<file path="src/rtl/flash_wp_pkg.sv">
package flash_wp_pkg;

  typedef enum logic [7:0] {
    OP_WREN = 8'h06,
    OP_WRDI = 8'h04,
    OP_RDSR = 8'h05,
    OP_WRSR = 8'h01,
    OP_PP   = 8'h02,
    OP_SE   = 8'hD8,
    OP_BE   = 8'hC7
  } opcode_e;

  // control -> datapath strobes
  typedef struct packed {
    logic setWel;
    logic clrWel;
    logic wrStatus;
    logic setWip;
    logic clrWip;
  } ctrlStb_t;

endpackage

</file>
<file path="src/rtl/flash_wp_datapath.sv">
module flash_wp_datapath
  import flash_wp_pkg::*;
#(
  parameter int ADDR_W = 24,
  parameter int SECT_W = 8,
  parameter int CNT_W  = 12
) (
  input  logic              clk,
  input  logic              rstN,
  input  logic              sclk,
  input  logic              csN,
  input  logic              mosi,
  input  ctrlStb_t          stb,
  output logic              miso,
  output logic              csRise,
  output logic [7:0]        opcode,
  output logic [CNT_W-1:0]  bitCnt,
  output logic [ADDR_W-1:0] addr,
  output logic              protHit,
  output logic [2:0]        bp,
  output logic              srwd,
  output logic              wel,
  output logic              wip
);
  localparam int ADDR_END = 8 + ADDR_W;

  logic sclkQ, csQ;
  logic sclkRise, sclkFall, csFall;
  logic [7:0] shiftReg;
  logic [7:0] statusByte;
  logic [SECT_W-1:0] sector;
  logic [2:0] kLen;

  assign sclkRise = sclk & ~sclkQ & ~csN;
  assign sclkFall = ~sclk & sclkQ & ~csN;
  assign csFall   = ~csN & csQ;
  assign csRise   = csN & ~csQ;

  always_ff @(posedge clk or negedge rstN) begin
    if (!rstN) begin
      sclkQ <= 1'b0;
      csQ   <= 1'b1;
    end else begin
      sclkQ <= sclk;
      csQ   <= csN;
    end
  end

  // command shifter
  always_ff @(posedge clk or negedge rstN) begin
    if (!rstN) begin
      bitCnt   <= '0;
      shiftReg <= '0;
      opcode   <= '0;
      addr     <= '0;
    end else if (csFall) begin
      bitCnt <= '0;
      opcode <= '0;
    end else if (sclkRise) begin
      if (bitCnt != '1) bitCnt <= bitCnt + 1'b1;
      shiftReg <= {shiftReg[6:0], mosi};
      if (bitCnt == CNT_W'(7)) opcode <= {shiftReg[6:0], mosi};
      if (bitCnt >= CNT_W'(8) && bitCnt < CNT_W'(ADDR_END))
        addr <= {addr[ADDR_W-2:0], mosi};
    end
  end

  // status register
  always_ff @(posedge clk or negedge rstN) begin
    if (!rstN) begin
      wel  <= 1'b0;
      wip  <= 1'b0;
      bp   <= 3'd0;
      srwd <= 1'b0;
    end else begin
      if (stb.clrWel)      wel <= 1'b0;
      else if (stb.setWel) wel <= 1'b1;
      if (stb.clrWip)      wip <= 1'b0;
      else if (stb.setWip) wip <= 1'b1;
      if (stb.wrStatus) begin
        bp   <= shiftReg[4:2];
        srwd <= shiftReg[7];
      end
    end
  end

  assign statusByte = {srwd, 2'b00, bp, wel, wip};

  // status readback, MSB first, changing on falling serial clock
  always_ff @(posedge clk or negedge rstN) begin
    if (!rstN) miso <= 1'b0;
    else if (csN) miso <= 1'b0;
    else if (sclkFall)
      miso <= (opcode == OP_RDSR) ? statusByte[3'd7 - bitCnt[2:0]] : 1'b0;
  end

  // protected region: top (7-bp) sector bits all ones
  assign sector = addr[ADDR_W-1 -: SECT_W];
  always_comb begin
    kLen    = 3'd7 - bp;
    protHit = (bp != 3'd0);
    for (int i = 0; i < 6; i++) begin
      if (i < int'(kLen)) protHit = protHit & sector[SECT_W-1-i];
    end
  end

endmodule

</file>
<file path="src/rtl/flash_wp_control.sv">
module flash_wp_control
  import flash_wp_pkg::*;
#(
  parameter int PWRUP_CYCLES = 4000,
  parameter int OP_CYCLES    = 2000,
  parameter int CNT_W        = 12
) (
  input  logic             clk,
  input  logic             rstN,
  input  logic             csRise,
  input  logic [7:0]       opcode,
  input  logic [CNT_W-1:0] bitCnt,
  input  logic             protHit,
  input  logic [2:0]       bp,
  input  logic             srwd,
  input  logic             wel,
  input  logic             wip,
  input  logic             wpN,
  output ctrlStb_t         stb,
  output logic             pwrDone,
  output logic             exeProg,
  output logic             exeSectErase,
  output logic             exeBulkErase,
  output logic             exeStatusWr,
  output logic             cmdReject
);
  localparam int PW_W = $clog2(PWRUP_CYCLES + 1);
  localparam int OP_W = $clog2(OP_CYCLES + 1);

  logic [PW_W-1:0] pwrCnt;
  logic [OP_W-1:0] busyCnt;
  logic isPp, isSe, isBe, isWrsr, isMod;
  logic lenOk, blocked, accept, opDone, idleEnd;

  assign pwrDone = (pwrCnt == PW_W'(PWRUP_CYCLES));

  always_ff @(posedge clk or negedge rstN) begin
    if (!rstN) pwrCnt <= '0;
    else if (!pwrDone) pwrCnt <= pwrCnt + 1'b1;
  end

  assign isPp   = (opcode == OP_PP);
  assign isSe   = (opcode == OP_SE);
  assign isBe   = (opcode == OP_BE);
  assign isWrsr = (opcode == OP_WRSR);
  assign isMod  = isPp | isSe | isBe | isWrsr;

  always_comb begin
    lenOk   = 1'b0;
    blocked = 1'b0;
    if (isPp) begin
      lenOk   = (bitCnt >= CNT_W'(40)) && (bitCnt[2:0] == 3'd0);
      blocked = protHit;
    end else if (isSe) begin
      lenOk   = (bitCnt == CNT_W'(32));
      blocked = protHit;
    end else if (isBe) begin
      lenOk   = (bitCnt == CNT_W'(8));
      blocked = (bp != 3'd0);
    end else if (isWrsr) begin
      lenOk   = (bitCnt == CNT_W'(16));
      blocked = srwd & ~wpN;
    end
  end

  assign idleEnd = csRise & ~wip;
  assign accept  = idleEnd & pwrDone & wel & isMod & lenOk & ~blocked;
  assign opDone  = wip & (busyCnt == OP_W'(1));

  always_comb begin
    stb.setWel   = idleEnd & (opcode == OP_WREN) & (bitCnt == CNT_W'(8));
    stb.clrWel   = (idleEnd & (opcode == OP_WRDI) & (bitCnt == CNT_W'(8))) | opDone;
    stb.wrStatus = accept & isWrsr;
    stb.setWip   = accept;
    stb.clrWip   = opDone;
  end

  always_ff @(posedge clk or negedge rstN) begin
    if (!rstN) busyCnt <= '0;
    else if (accept) busyCnt <= OP_W'(OP_CYCLES);
    else if (busyCnt != '0) busyCnt <= busyCnt - 1'b1;
  end

  always_ff @(posedge clk or negedge rstN) begin
    if (!rstN) begin
      exeProg      <= 1'b0;
      exeSectErase <= 1'b0;
      exeBulkErase <= 1'b0;
      exeStatusWr  <= 1'b0;
      cmdReject    <= 1'b0;
    end else begin
      exeProg      <= accept & isPp;
      exeSectErase <= accept & isSe;
      exeBulkErase <= accept & isBe;
      exeStatusWr  <= accept & isWrsr;
      cmdReject    <= csRise & isMod & ~accept;
    end
  end

endmodule

</file>
<file path="src/rtl/flash_wp_ctrl.sv">
module flash_wp_ctrl
  import flash_wp_pkg::*;
#(
  parameter int ADDR_W       = 24,
  parameter int SECT_W       = 8,
  parameter int CNT_W        = 12,
  parameter int PWRUP_CYCLES = 4000,
  parameter int OP_CYCLES    = 2000
) (
  input  logic              clk,
  input  logic              rstN,
  input  logic              spiSclk,
  input  logic              spiCsN,
  input  logic              spiMosi,
  output logic              spiMiso,
  input  logic              wpN,
  output logic              exeProg,
  output logic              exeSectErase,
  output logic              exeBulkErase,
  output logic              exeStatusWr,
  output logic [ADDR_W-1:0] exeAddr,
  output logic              cmdReject,
  output logic              standby
);
  ctrlStb_t stb;
  logic csRise, protHit, srwd, wel, wip, pwrDone;
  logic [7:0] opcode;
  logic [CNT_W-1:0] bitCnt;
  logic [2:0] bp;

  flash_wp_datapath #(.ADDR_W(ADDR_W), .SECT_W(SECT_W), .CNT_W(CNT_W)) dpI (
    .clk(clk), .rstN(rstN), .sclk(spiSclk), .csN(spiCsN), .mosi(spiMosi),
    .stb(stb), .miso(spiMiso), .csRise(csRise), .opcode(opcode),
    .bitCnt(bitCnt), .addr(exeAddr), .protHit(protHit), .bp(bp),
    .srwd(srwd), .wel(wel), .wip(wip)
  );

  flash_wp_control #(.PWRUP_CYCLES(PWRUP_CYCLES), .OP_CYCLES(OP_CYCLES),
                     .CNT_W(CNT_W)) ctlI (
    .clk(clk), .rstN(rstN), .csRise(csRise), .opcode(opcode),
    .bitCnt(bitCnt), .protHit(protHit), .bp(bp), .srwd(srwd), .wel(wel),
    .wip(wip), .wpN(wpN), .stb(stb), .pwrDone(pwrDone), .exeProg(exeProg),
    .exeSectErase(exeSectErase), .exeBulkErase(exeBulkErase),
    .exeStatusWr(exeStatusWr), .cmdReject(cmdReject)
  );

  assign standby = spiCsN & ~wip;

endmodule

</file>
<file path="config.mk">
export PLATFORM = sky130hd
export DESIGN_NAME = flash_wp_ctrl
export DESIGN_NICKNAME = d
export VERILOG_FILES = /design/src/rtl/flash_wp_pkg.sv /design/src/rtl/flash_wp_datapath.sv /design/src/rtl/flash_wp_control.sv /design/src/rtl/flash_wp_ctrl.sv
export SDC_FILE = /design/constraint.sdc
export NUM_CORES = 1
export LEC_CHECK = 0
export BUFFER_PORTS_ARGS = -buffer_cell sky130_fd_sc_hd__buf_2
export CORE_AREA = 2 2 84 86
export CTS_CLUSTER_DIAMETER = 60
export DETAILED_ROUTE_END_ITERATION = 16
export DIE_AREA = 0 0 86 88
export GPL_TIMING_DRIVEN = 0
export PLACE_DENSITY = 0.9
export SLEW_MARGIN = 0
export SYNTH_ARGS = -nofsm -noshare
export SYNTH_HDL_FRONTEND = slang
export SYNTH_SLANG_ARGS = --single-unit
</file>
<file path="constraint.sdc">
create_clock -name clk -period 5.2 [get_ports clk]
set_clock_uncertainty 0.05 [all_clocks]
set_input_delay 0.52 -clock clk [delete_from_list [all_inputs] [get_ports clk]]
set_output_delay 0.52 -clock clk [all_outputs]
set_load 0.005 [all_outputs]
</file>
Word-level counts from Yosys, hierarchy flattened:

Cells that the tools add are included.

* output and inout bits: 31
* bits of input ports: 6
* register bits: 89

* $lt $le $gt $ge: 10
* bitwise gates (word level): 44
* muxes and demuxes: 31
* add/sub/neg operators: 5
* equal/unequal tests: 14
* reductions and logical operators: 16

Operators by type and width (count)
* $mux 12: 3
* $and 1x1->1: 31
* $add 12x1->12 const B: 2
* $eq 8x3->1 const B: 3
* $mux 8: 3
* $mux 1: 22
* $mux 11: 2
* $eq 8x8->1 const B: 2
* $reduce_bool 2->1: 7
* $eq 12x12->1 const B: 1
* $eq 12x3->1 const B: 1
* $eq 12x4->1 const B: 1
* $eq 12x5->1 const B: 1
* $eq 12x6->1 const B: 1
* $ge 12x4->1 const B: 1
* $ge 12x6->1 const B: 1
* $lt 12x6->1 const B: 1
* $ne 12x12->1 const B: 1
* $eq 11x1->1 const B: 1
* $reduce_bool 11->1: 1
* $sub 11x1->11 const B: 1
* $not 1->1: 9
* $eq 8x1->1 const B: 1
* $eq 8x2->1 const B: 1
* 12 further kinds: 22

Longest topological paths before layout:

Gate-level depths: netlist of run 1.

* depth in word-level cells: 19
* mapped depth: 8
* depth with buffers taken out: 8

By module:

From an unflattened synthesis of run 1, not the netlist that was laid out.

* cells, all modules: 380
* area, all modules: 4494.3 um^2

Modules (own cells, without submodules)
* flash_wp_datapath: cells each 211, times used 1, area each 2831.5 um^2
* flash_wp_control: cells each 168, times used 1, area each 1649.1 um^2
* flash_wp_ctrl: cells each 1, times used 1, area each 13.8 um^2

Worst setup path after synthesis of run 1:

OpenSTA, ideal clock, no wires.

* path type: register -> register
* start point: reg ctlI.pwrCnt[0]
* end point: reg dpI.bp[0]
* cell stages (with the launch flop): 9
* slack: 2853 ps
* period minus slack after synthesis: 2347 ps
* library setup time: 125 ps
* data required time: 5025 ps
* arrival: 2172 ps
* cells stage by stage: dfrtp_1 > inv_1 > ha_1 > or3b_1 > nor4_1 > o221ai_1 > a31o_1 > a211o_2 > mux2_4

* cells in the longest elaborated chain, start to end: 7

RTL lines
* start, declared: line flash_wp_control.sv:30 `logic [PW_W-1:0] pwrCnt;`
* start signal, assigned: line flash_wp_control.sv:39 `else if (!pwrDone) pwrCnt <= pwrCnt + 1'b1;`
* $eq 12x12->1: line flash_wp_control.sv:35 `assign pwrDone = (pwrCnt == PW_W'(PWRUP_CYCLES));`
* $and 1x1->1 (5 in a row): line flash_wp_control.sv:67 `assign accept = idleEnd & pwrDone & wel & isMod & lenOk & ~blocked;`
* $and 1x1->1: line flash_wp_control.sv:73 `stb.wrStatus = accept & isWrsr;`
* end signal, assigned: line flash_wp_datapath.sv:81 `bp <= shiftReg[4:2];`
* end, declared: line flash_wp_datapath.sv:20 `output logic [2:0] bp,`

Every way passes these cells.
A chain may end at the register's enable or synchronous reset.

Worst setup path in the final report of run 1:

* start point: reg ctlI.pwrCnt[0]
* end point: reg dpI.srwd

* cells in the longest elaborated chain, start to end: 7

RTL lines
* $eq 12x12->1: line flash_wp_control.sv:35
* $and 1x1->1 (5 in a row): line flash_wp_control.sv:67
* $and 1x1->1: line flash_wp_control.sv:73
* end signal, assigned: line flash_wp_datapath.sv:82 `srwd <= shiftReg[7];`
* end, declared: line flash_wp_datapath.sv:21 `output logic srwd,`

Every way passes these cells.

==> results.env, run 1 <==
OUTCOME='completed'
POST-SYNTH-TOP-AREA-FRACTION_PCT=53.8
WORSTPATHREQUIRED_NS=5.39
VIAS=2900
GRT.TOTAL_USAGE_PCT=22.4
SYNTH_FP_NETS=365
SETUP.WORST_PATH.START_CLASS='flip-flop'
CTS_SETUP_BUFFERS=0
DRT_PASS1_ITERATIONS=5
YS_FF_LATCH=89
LARGEST_AREA_CONTRIBUTOR_IN_THE_NETLIST='sky130_fd_sc_hd__dfrtp_1'
DRT-WIRELENGTH-PER-CELL_UM=15.7
LEAKAGE_nW=2.18
DESIGN.PORTCOUNT=37
PART_OF_THE_CYCLE_THE_WORST_PATH_NEEDS_PCT=52.5
DRT-TOTAL-WL_MM=7.62
CELL_PWR_DENSITY_nW_PER_UM2=277
TIMING_WORST_SLEW_PIN_VALUE_NS=0.854
FINISH.INSTANCE_AREA_UM2=4610
INSERTION_DELAY_NS=0.36
SYNTHESIS.AREA_UM2=4090
GRT_PASS1_VIAS=2850
HOLD_PATH_CLASS='input port to asynchronous set/reset pin'
FP.DIEAREA_UM2=7570
GLOBAL_ROUTE.OVERFLOW_TOTAL=0
CTS.HOLD.BUFFERS_ADDED=0
SYNTH_CELL_TYPE_COUNT=54
SLEW-LIMIT-HEADROOM_PCT=42.2
XOR_AND_XNOR_FRACTION_OF_THE_MAPPED_NETLIST_AREA_PCT=4.92
TIMING.CRITICAL_PATH.FANOUT_MAX=5
SYNTH_EDF_COUNT=0
SETUP_VIOLATIONS=0
CLK_TRANSITION_REPORTED_PATHS_NS=0.09
ROWS=30
LAYOUT-DRIVE-GT1-SHARE_PCT=25.1
GRT_FIRST_PASS_WIRELENGTH_MM=13.2
CRITPATHKIND='flip-flop to flip-flop'
FINALWEIGHTEDCONGESTION=0.868
ANTENNA_VIOLATIONS_BEFORE_REPAIR=0
SYNTHADDERAREAFRAC_PCT=1.83
CLKSINKCOUNT=89
DIE_WIDTH_UM=86
HOLDWS_NS=0.0442
DIE_HEIGHT_UM=88
VDD.IR_DROP.WORST_mV=0.175
DRT.ANTENNA.VIOLATING_NETS=0
NUMBER_OF_BUFFER_CELLS_ADDED_ON_PRIMARY_PORTS=36
CTS-RESIZED-GATES=0
YS.FLOP_TYPE='sky130_fd_sc_hd__dfrtp_1'
YOSYS-TOP-CELLS-COUNT='sky130_fd_sc_hd__dfrtp_1, sky130_fd_sc_hd__nor2_1, sky130_fd_sc_hd__mux2_2'
VIAS_PER_CELL=5.97
DRV_SLEW=0
PLACEABLECOREAREA_UM2=6640
YOSYS-TOP-CELLS-AREA='sky130_fd_sc_hd__dfrtp_1, sky130_fd_sc_hd__mux2_2, sky130_fd_sc_hd__xnor2_1'
DRTITER0DRC=228
SYNTH_COMPOUND_GATE_AREA_SHARE_PCT=8.01
AVGSYNTHCELLAREA_UM2=11.6
START_UTIL_PCT=61.6
FINALCRITICALPERIOD_NS=2.73
PLACEDINSTANCEAREA_UM2=4400
YOSYS_WARNINGS=0
SYNTH_SEQ_AREA_SHARE_PCT=54.4
FINALHOLDVIOLCOUNT=0
TIMING.CRITICAL_PATH.TO_TYPE='flip-flop'
ROOT_BUFFER='sky130_fd_sc_hd__clkbuf_8'
TRITONCTS_CLOCK_TREE='done'
TNS_NS=0
SYNTH_SIMPLE_GATE_AREA_SHARE_PCT=17.0
GRT_SETUP_UNREPAIRED='false'
AREA.GROWTH.SYNTH_TO_FINAL_PCT=12.6
MAXIMUM_NUMBER_OF_PINS_ON_ONE_NET_BEFORE_GLOBAL_ROUTE_REPAIR=58
HTREE_LEVELS=3
NON_FILLER_CELLS_IN_THE_FINISHED_LAYOUT=486
MOST_FREQUENTLY_USED_CELL_TYPE_IN_THE_POST_SYNTHESIS_NETLIST='sky130_fd_sc_hd__dfrtp_1'
DESIGN.FINAL.NETS=413
SYNTHMUXAREASHARE_PCT=11.8
NUMPLACEDINSTANCES=470
SYN_INST=353
CTSLONGESTPATHBUFFERS=2
POSTLAYOUTCOREUTIL_PCT=69.4
DRV.MAX_CAP_VIOLATION_COUNT=0
N_ANTENNA_CELL=0
TRITONCTS.NUM_BUFFERS=9
YS_ASYNC_SR_FRACTION_PCT=100
POST-ROUTE-DRC-COUNT=0
DETAILEDPLACEMENTHPWL_MM=5.45
CLOCK.FMAX_GHz=0.366
WORSTPATHARRIVAL_NS=2.92
LAYOUT.FILLER_CELLS=483
SYNTH_TOP_FAMILY_BY_AREA='simple AND/OR/NAND/NOR gates'
## path summary, 6_finish.rpt
path / start / to / slack (ns) / depth (start not counted)
worst max-delay path: ctlI.pwrCnt[0]$_DFFE_PN0P_ / dpI.srwd$_DFFE_PN0P_ / 2.47 / 8
worst min-delay path: rstN / dpI.bitCnt[9]$_DFFE_PN0P_ / 0.04 / 1
worst max register to register: ctlI.pwrCnt[0]$_DFFE_PN0P_ / dpI.srwd$_DFFE_PN0P_ / 2.47 / 8
worst min register to register: ctlI.pwrCnt[6]$_DFFE_PN0P_ / ctlI.pwrCnt[6]$_DFFE_PN0P_ / 0.45 / 1
max in group asynchronous: rstN / ctlI.pwrCnt[1]$_DFFE_PN0P_ / 4.43 / 2
min in group clk: spiSclk / dpI.sclkQ$_DFF_PN0_ / 0.25 / 1
## registers in the layout, summed over array words and instances (netlist names)
| name | count |
|---|---|
| ctlI.busyCnt | 11 |
| dpI.csQ | 1 |
| dpI.miso | 1 |
| ctlI.pwrCnt | 12 |
| dpI.srwd | 1 |
| dpI.bitCnt | 12 |
| dpI.sclkQ | 1 |
| ctlI.exeProg | 1 |
| dpI.wip | 1 |
| ctlI.cmdReject | 1 |
| dpI.addr | 24 |
| ctlI.exeSectErase | 1 |
| ctlI.exeStatusWr | 1 |
| ctlI.exeBulkErase | 1 |
| dpI.bp | 3 |
| dpI.opcode | 8 |
| dpI.wel | 1 |
| dpI.shiftReg | 8 |
## cell families after synthesis
group	count (synthesis)
AO/OA/AOI/OAI	48
XOR/XNOR	23
adder cells (fa/ha/maj)	6
buffers and inverters	18
flip-flops	89
multiplexers	41
AND/OR/NAND/NOR	128
## routing by layer
layer / routed length (µm) / track usage (%) / share of wire, %
met2: 3750 / 36.4 / 49
met5: 0 / 0 / 0
met3: 300 / 3.77 / 3.9
met1: 3400 / 29.6 / 45
met4: 160 / 10.5 / 2.1
## cell type report
type	instances	area [µm²]	share of cell area, %
clock inverters	5	62.6	1.36
plain buffers	6	37.5	0.815
well taps	80	100	2.17
flip-flops and latches	89	2230	48.4
multi-input cells	246	1780	38.7
clock buffers	11	141	3.07
repair buffers	37	210	4.56
inverters	12	45.0	0.977
## where the power goes
group	internal, mW	total, mW	switching (mW)	leakage [nW]
Sequential	0.711	0.731	0.0201	1.17
Combinational	0.0247	0.0579	0.0333	0.913
Clock	0.238	0.487	0.249	0.0962
Total	0.973	1.28	0.303	2.18
## per-stage QoR
stage                     setup WS (ns)  power, mW
final                              2.47       1.28
after global routing               2.36       1.33
after floorplan                    2.85      0.769
after global placement             2.51      0.793
after CTS                          2.48       1.28
after detailed placement           2.49      0.802
## critical path, stage by stage, from the launching register on
cell and delay, ns:
sky130_fd_sc_hd__dfrtp_1 0.42, sky130_fd_sc_hd__inv_1 0.10, sky130_fd_sc_hd__ha_1 0.14, sky130_fd_sc_hd__or3b_1 0.37
sky130_fd_sc_hd__nor4_1 0.38, sky130_fd_sc_hd__o221ai_1 0.25, sky130_fd_sc_hd__a31o_1 0.23, sky130_fd_sc_hd__a211o_2 0.38
sky130_fd_sc_hd__mux2_4 0.31
## layout by cell type, fill, tap and decap left out, types with 9 or more instances in the layout
master	count
sky130_fd_sc_hd__nor2_1	34
sky130_fd_sc_hd__inv_1	12
sky130_fd_sc_hd__nand3_1	16
sky130_fd_sc_hd__mux2_2	33
sky130_fd_sc_hd__xnor2_1	19
sky130_fd_sc_hd__buf_2	38
sky130_fd_sc_hd__dfrtp_1	88
sky130_fd_sc_hd__a21oi_1	11
sky130_fd_sc_hd__clkbuf_8	10
sky130_fd_sc_hd__nand2_1	15
sky130_fd_sc_hd__nor3_1	9
No activity file was read; power rests on OpenSTA's default activity.
==> run 2: changes to the inputs <==
- ABC_AREA: default -> 1
- CORE_AREA: 2 2 84 86 -> 2 2 89 91
- DIE_AREA: 0 0 86 88 -> 0 0 91 93
- PLACE_DENSITY: 0.9 -> 0.87
- clock period: 5.2 -> 2.6 ns (I/O delays scaled with it)
==> run 2 against run 1 <==
Effect of this change: setup slack got worse by 2.0 ns; hold slack got worse by 0.015 ns; cell count grew 44%; critical endpoint is now dpI.addr[10]$_DFFE_PN0P_; largest power group unchanged.
==> results.env, run 2 <==
PART_OF_THE_CYCLE_THE_WORST_PATH_NEEDS_PCT=80.0
DRT-TOTAL-WL_MM=9.49
FLIP_FLOP_COUNT_OF_THE_LARGEST_REGISTER_AFTER_LAYOUT=24
YOSYS-TOP-CELLS-COUNT='sky130_fd_sc_hd__nand2_1, sky130_fd_sc_hd__inv_1, sky130_fd_sc_hd__dfrtp_1'
WORSTPATHREQUIRED_NS=2.78
YOSYS-TOP-CELLS-AREA='sky130_fd_sc_hd__dfrtp_1, sky130_fd_sc_hd__nand2_1, sky130_fd_sc_hd__inv_1'
FINALWEIGHTEDCONGESTION=0.952
CRIT_PATH_CELL_TRACE='dlygate4sd3_1 -> buf_2 -> inv_1 -> nor4_4 -> o211ai_1 -> buf_2 -> buf_6 -> nand2_1 -> o21ai_0'
SYNTH_EDF_COUNT=0
GRT_FIRST_PASS_WIRELENGTH_MM=16.4
CRITICAL_PATH.SLOWEST_CELL='sky130_fd_sc_hd__dlygate4sd3_1'
VIAS=3724
PLACEABLECOREAREA_UM2=7530
LEAKAGE_nW=2.43
CRITICAL_PATH.MAX_STAGE_DELAY_NS=0.51
DESIGN.FINAL.NETS=607
DRT-WIRELENGTH-PER-CELL_UM=13.5
GLOBAL_ROUTE.OVERFLOW_TOTAL=0
FINISH.INSTANCE_AREA_UM2=4950
SYNTH_CELL_TYPE_COUNT=39
GRT_PASS1_VIAS=3693
TOP_USAGE_LAYER='met2'
SETUP_VIOLATIONS=0
GRT_SETUP_UNREPAIRED='false'
AVGSYNTHCELLAREA_UM2=8.10
HOLDWS_NS=0.0290
SYNTHESIS.AREA_UM2=4420
SYNTH_SEQ_AREA_SHARE_PCT=50.5
SEQCELLAREA_UM2=2230
ROWS=32
SLEW-LIMIT-HEADROOM_PCT=57.9
START_UTIL_PCT=58.7
INSERTION_DELAY_NS=0.36
REGMOSTFLOPS='dpI.addr'
REGISTERS_WITH_THE_HIGHEST_FLIP_FLOP_COUNTS='dpI.addr: 24 flops, ctlI.pwrCnt: 12 flops, dpI.bitCnt: 12 flops'
MOST_FREQUENTLY_USED_CELL_TYPE_IN_THE_POST_SYNTHESIS_NETLIST='sky130_fd_sc_hd__nand2_1'
NUMBER_OF_BUFFER_CELLS_ADDED_ON_PRIMARY_PORTS=36
MAXIMUM_NUMBER_OF_PINS_ON_ONE_NET_BEFORE_GLOBAL_ROUTE_REPAIR=76
CELL_PWR_DENSITY_nW_PER_UM2=495
OUTCOME='completed'
AREA.GROWTH.SYNTH_TO_FINAL_PCT=12.2
TIMING.CRITICAL_PATH.FANOUT_MAX=10
SYNTH_FP_NETS=557
CPMOSTUSEDCELL='sky130_fd_sc_hd__buf_2'
LARGEST_AREA_CONTRIBUTOR_IN_THE_NETLIST='sky130_fd_sc_hd__dfrtp_1'
FINALCRITICALPERIOD_NS=2.08
MULTI_INPUT_COMB_AREA_UM2=1790
CTS-RESIZED-GATES=0
HTREE_LEVELS=3
YS.FLOP_TYPE='sky130_fd_sc_hd__dfrtp_1'
ANTENNA_VIOLATIONS_BEFORE_REPAIR=0
CRITPATHKIND='input port to flip-flop'
DRT.ANTENNA.VIOLATING_NETS=0
GLOBAL_ROUTE.USAGE.MET1_PCT=30.7
YS_ASYNC_SR_FRACTION_PCT=100
PLACEDINSTANCEAREA_UM2=4750
TRITONCTS_CLOCK_TREE='done'
FINALHOLDVIOLCOUNT=0
N_ANTENNA_CELL=0
TNS_NS=0
GRT.TOTAL_USAGE_PCT=24.0
FINAL_CELL_MIX='sky130_fd_sc_hd__nand2_1, sky130_fd_sc_hd__inv_1, sky130_fd_sc_hd__dfrtp_1'
LAYOUT-DRIVE-GT1-SHARE_PCT=12.2
LAYOUT.FILLER_CELLS=634
DRV_SLEW=0
DRTITER0DRC=295
SETUP.WORST_PATH.START_CLASS='input port'
CLKSINKCOUNT=89
YS_FF_LATCH=89
DESIGN.PORTCOUNT=37
POST-ROUTE-DRC-COUNT=0
CLOCK.FMAX_GHz=0.480
VIAS_PER_CELL=5.30
SYN_INST=545
TRITONCTS.NUM_BUFFERS=9
DIE_HEIGHT_UM=93
DRV.MAX_CAP_VIOLATION_COUNT=0
ROOT_BUFFER='sky130_fd_sc_hd__clkbuf_8'
TIMING_WORST_SLEW_PIN_VALUE_NS=0.623
CLK_TRANSITION_REPORTED_PATHS_NS=0.10
DIE_WIDTH_UM=91
GRT.MET2_USAGE_PCT=40.6
HOLD_PATH_CLASS='input port to flip-flop'
YOSYS_WARNINGS=0
DETAILEDPLACEMENTHPWL_MM=6.88
FP.DIEAREA_UM2=8460
WORSTPATHARRIVAL_NS=2.26
VDD.IR_DROP.WORST_mV=0.456
DRT_PASS1_ITERATIONS=6
TIMING.CRITICAL_PATH.TO_TYPE='flip-flop'
LAYOUT_COMMONEST_CELL='sky130_fd_sc_hd__nand2_1'
POST-SYNTH-TOP-AREA-FRACTION_PCT=49.9
CTSLONGESTPATHBUFFERS=2
GROUTE.LAYER.MET3.USAGE_PCT=3.22
==> run 2: area by class of cell <==
class                      instances  share of cell area, %
sequential                        89                   45.0
multi-input combinational        357                   36.2
inverter                          90                   6.82
timing repair buffer              39                   4.65
clock buffer                      10                   2.58
tap                              102                   2.58
buffer                             9                   1.19
clock inverter                     6                   1.04
==> run 2: cells by family (layout without fill, tap and decap cells) <==
logic type                 Yosys count  after routing  share of synthesized area [%]
buffers and inverters               99            154                           8.98
adders and majority gates            6              6                           1.70
xor gates and xnor gates            16             16                           3.17
AOI/OAI and AO/OA                   79             79                           10.1
DFF                                 89             89                           50.5
and+or+nand+nor                    256            256                           25.6
==> run 2: final timing paths <==
kind / slack (ns) / depth (start not counted) / start / endpoint
worst max-delay path: 0.52 / 9 / spiSclk / dpI.addr[10]$_DFFE_PN0P_
worst min-delay path: 0.03 / 1 / spiCsN / dpI.csQ$_DFF_PN1_
worst max register to register: 0.60 / 10 / ctlI.busyCnt[0]$_DFFE_PN0P_ / ctlI.busyCnt[9]$_DFFE_PN0P_
worst min register to register: 0.43 / 2 / dpI.bp[0]$_DFFE_PN0P_ / dpI.bp[0]$_DFFE_PN0P_
max in group asynchronous: 1.60 / 3 / rstN / dpI.csQ$_DFF_PN1_
min in group asynchronous: 0.26 / 2 / rstN / dpI.bitCnt[3]$_DFFE_PN0P_
==> run 2: where the power goes <==
| group | total (mW) | internal (mW) | switching, mW |
|---|---|---|---|
| Combinational | 0.130 | 0.0395 | 0.0904 |
| Sequential | 1.45 | 1.42 | 0.0268 |
| Clock | 0.878 | 0.359 | 0.518 |
| Total | 2.45 | 1.82 | 0.636 |
==> run 2: per-layer routing <==
layer | share of wire, % | vias to the layer above
met5 | 0 | -
met4 | 3.4 | 0
met3 | 3.8 | 34
met2 | 49 | 115
met1 | 44 | 1754
li1 | - | 1821
==> run 2: through the flow <==
stage               instances  setup slack, ns  total power, mW  util, %
CTS                       702            0.567             2.45     65.8
detailed placement        684            0.616             1.60     63.1
global placement          683            0.473             1.58     62.7
finish                    702            0.519             2.45     65.8
global route              702            0.387             2.54     65.8
floorplan                 545            0.889             1.53        -
==> run 2: what timing repair did <==
action,4_1_cts,5_1_grt
hold buffers,2,0
endpoints found under the hold margin,15,0
setup buffers,0,0
==> run 2: worst max-delay path: cells and delay by family <==
family / cells / cell delay [ns]
AO/OA/AOI/OAI: 2 / 0.40
AND/OR/NAND/NOR: 2 / 0.44
buffers and inverters: 5 / 1.16
==> run 3: changes to the inputs <==
- clock period: 2.6 -> 2.15 ns (I/O delays scaled with it)
==> run 3 against run 2 <==
Effect of this change: cell count up 0.28%; hold slack gained 0.023 ns; global-route usage about the same; die area did not move; setup slack lost 0.34 ns.
==> results.env, run 3 (synthesized netlist as in run 2, its figures left out) <==
LAYOUT-DRIVE-GT1-SHARE_PCT=12.8
TIMING.CRITICAL_PATH.FANOUT_MAX=5
SETUP.WORST_PATH.START_CLASS='flip-flop'
HOLDWS_NS=0.0515
SLEW-LIMIT-HEADROOM_PCT=58.4
PART_OF_THE_CYCLE_THE_WORST_PATH_NEEDS_PCT=91.6
DIE_WIDTH_UM=91
ROOT_BUFFER='sky130_fd_sc_hd__clkbuf_8'
CLKSINKCOUNT=89
TRITONCTS_CLOCK_TREE='done'
DESIGN.PORTCOUNT=37
TNS_NS=0
VDD.IR_DROP.WORST_mV=0.546
FINALCRITICALPERIOD_NS=1.97
AREA.GROWTH.SYNTH_TO_FINAL_PCT=12.8
DRV_SLEW=0
SEQCELLAREA_UM2=2230
DRT-TOTAL-WL_MM=9.56
DRTITER0DRC=279
LAYOUT.FILLER_CELLS=630
ROWS=32
WORSTPATHARRIVAL_NS=2.17
CLK_TRANSITION_REPORTED_PATHS_NS=0.10
DRT_PASS1_ITERATIONS=7
DRV.MAX_CAP_VIOLATION_COUNT=0
GRT_PASS1_VIAS=3697
CRIT_PATH_CELL_TRACE='inv_1 -> ha_1 -> inv_1 -> nor2_1 -> nand2_1 -> nor2_2 -> nand2_1 -> nand4_1 -> xor2_1 -> nor2_1'
HTREE_LEVELS=3
DIE_HEIGHT_UM=93
MULTI_INPUT_COMB_AREA_UM2=1800
PLACEABLECOREAREA_UM2=7530
DESIGN.FINAL.NETS=609
TIMING_WORST_SLEW_PIN_VALUE_NS=0.616
CRITICAL_PATH.MAX_STAGE_DELAY_NS=0.41
HOLD_PATH_CLASS='input port to flip-flop'
OUTCOME='completed'
LAYOUT_COMMONEST_CELL='sky130_fd_sc_hd__nand2_1'
FLIP_FLOP_COUNT_OF_THE_LARGEST_REGISTER_AFTER_LAYOUT=24
START_UTIL_PCT=58.7
DETAILEDPLACEMENTHPWL_MM=6.88
DRT.ANTENNA.VIOLATING_NETS=0
GRT_SETUP_UNREPAIRED='false'
N_ANTENNA_CELL=0
R2R.WORST_PATH.CELLS=10
CRITICAL_PATH.SLOWEST_CELL='sky130_fd_sc_hd__dfrtp_1'
INSERTION_DELAY_NS=0.36
GRT.TOTAL_USAGE_PCT=24.0
GLOBAL_ROUTE.OVERFLOW_TOTAL=0
CELL_PWR_DENSITY_nW_PER_UM2=596
VIAS_PER_CELL=5.32
NUMBER_OF_BUFFER_CELLS_ADDED_ON_PRIMARY_PORTS=36
CTSLONGESTPATHBUFFERS=2
FINAL_CELL_MIX='sky130_fd_sc_hd__nand2_1, sky130_fd_sc_hd__inv_1, sky130_fd_sc_hd__dfrtp_1'
LEAKAGE_nW=2.44
MAXIMUM_NUMBER_OF_PINS_ON_ONE_NET_BEFORE_GLOBAL_ROUTE_REPAIR=76
FINALWEIGHTEDCONGESTION=0.952
CRITPATHKIND='flip-flop to flip-flop'
FINALHOLDVIOLCOUNT=0
GRT_FIRST_PASS_WIRELENGTH_MM=16.4
WORSTPATHREQUIRED_NS=2.35
ANTENNA_VIOLATIONS_BEFORE_REPAIR=0
SETUP_VIOLATIONS=0
FP.DIEAREA_UM2=8460
POST-ROUTE-DRC-COUNT=0
VIAS=3743
CLOCK.FMAX_GHz=0.508
TRITONCTS.NUM_BUFFERS=9
REGISTERS_WITH_THE_HIGHEST_FLIP_FLOP_COUNTS='dpI.addr: 24 flops, ctlI.pwrCnt: 12 flops, dpI.bitCnt: 12 flops'
REGMOSTFLOPS='dpI.addr'
POSTLAYOUTCOREUTIL_PCT=66.2
WORSTHOLDPATHCELLS=3
TIMING.CRITICAL_PATH.TO_TYPE='flip-flop'
DRT-WIRELENGTH-PER-CELL_UM=13.6
## run 3: changes by cell type in the layout (fill, tap and decap cells not counted)
cell                            change
sky130_fd_sc_hd__nand3_1            -2
sky130_fd_sc_hd__nand3_2            +2
sky130_fd_sc_hd__nor2_1             -1
sky130_fd_sc_hd__nor2_2             +1
sky130_fd_sc_hd__buf_4              +1
sky130_fd_sc_hd__dlygate4sd3_1      +1
## run 3: what timing repair did
item,CTS,global route
hold buffers,3,0
gates resized for setup,0,3
endpoints found under the hold margin,16,0
setup endpoints to repair,0,39
setup buffers,0,1
## run 3: stage by stage
stage | std cells | instance area (µm²) | power [mW] | worst slack [ns]
floorplan | 545 | 4420 | 1.85 | 0.439
global placement | 683 | 4720 | 1.91 | 0.0680
detailed placement | 684 | 4750 | 1.93 | 0.166
CTS | 703 | 4960 | 2.97 | 0.0532
global route | 704 | 4980 | 3.07 | 0.0146
finish | 704 | 4980 | 2.97 | 0.181
## run 3: critical path, delay by kind of cell (launching register included)
kind                       cells  cell delay, ns
DFF                            1            0.41
xor gates and xnor gates       1            0.17
buffers and inverters          2            0.17
adders and majority gates      1            0.19
and+or+nand+nor                6            0.88
## run 3: routing by layer
metal	wire length (µm)	up-vias	track usage (%)
li1	-	1824	-
met1	4210	1768	30.8
met2	4590	117	40.6
met3	411	34	3.22
met4	348	0	11.9
met5	0	-	0
## run 3: power breakdown
part	switching (mW)	internal (mW)
Sequential	0.0325	1.72
Combinational	0.110	0.0495
Clock	0.626	0.435
Total	0.768	2.20
## run 3: worst paths after layout
check | start | slack, ns | endpoint
min in group asynchronous | rstN | 0.22 | dpI.bitCnt[3]$_DFFE_PN0P_
worst min register to register | dpI.bp[0]$_DFFE_PN0P_ | 0.43 | dpI.bp[0]$_DFFE_PN0P_
max in group asynchronous | rstN | 1.17 | dpI.csQ$_DFF_PN1_
worst max-delay path | ctlI.busyCnt[0]$_DFFE_PN0P_ | 0.18 | ctlI.busyCnt[5]$_DFFE_PN0P_
worst max register to register | ctlI.busyCnt[0]$_DFFE_PN0P_ | 0.18 | ctlI.busyCnt[5]$_DFFE_PN0P_
worst min-delay path | spiMosi | 0.05 | dpI.addr[0]$_DFFE_PN0P_
## run 3: area by class of cell
type | instances | share of cell area, %
Buffer | 9 | 1.18
Clock buffer | 10 | 2.56
Clock inverter | 6 | 1.03
Inverter | 90 | 6.78
Multi-Input combinational cell | 357 | 36.2
Sequential cell | 89 | 44.7
Tap cell | 102 | 2.56
Timing Repair Buffer | 41 | 4.97
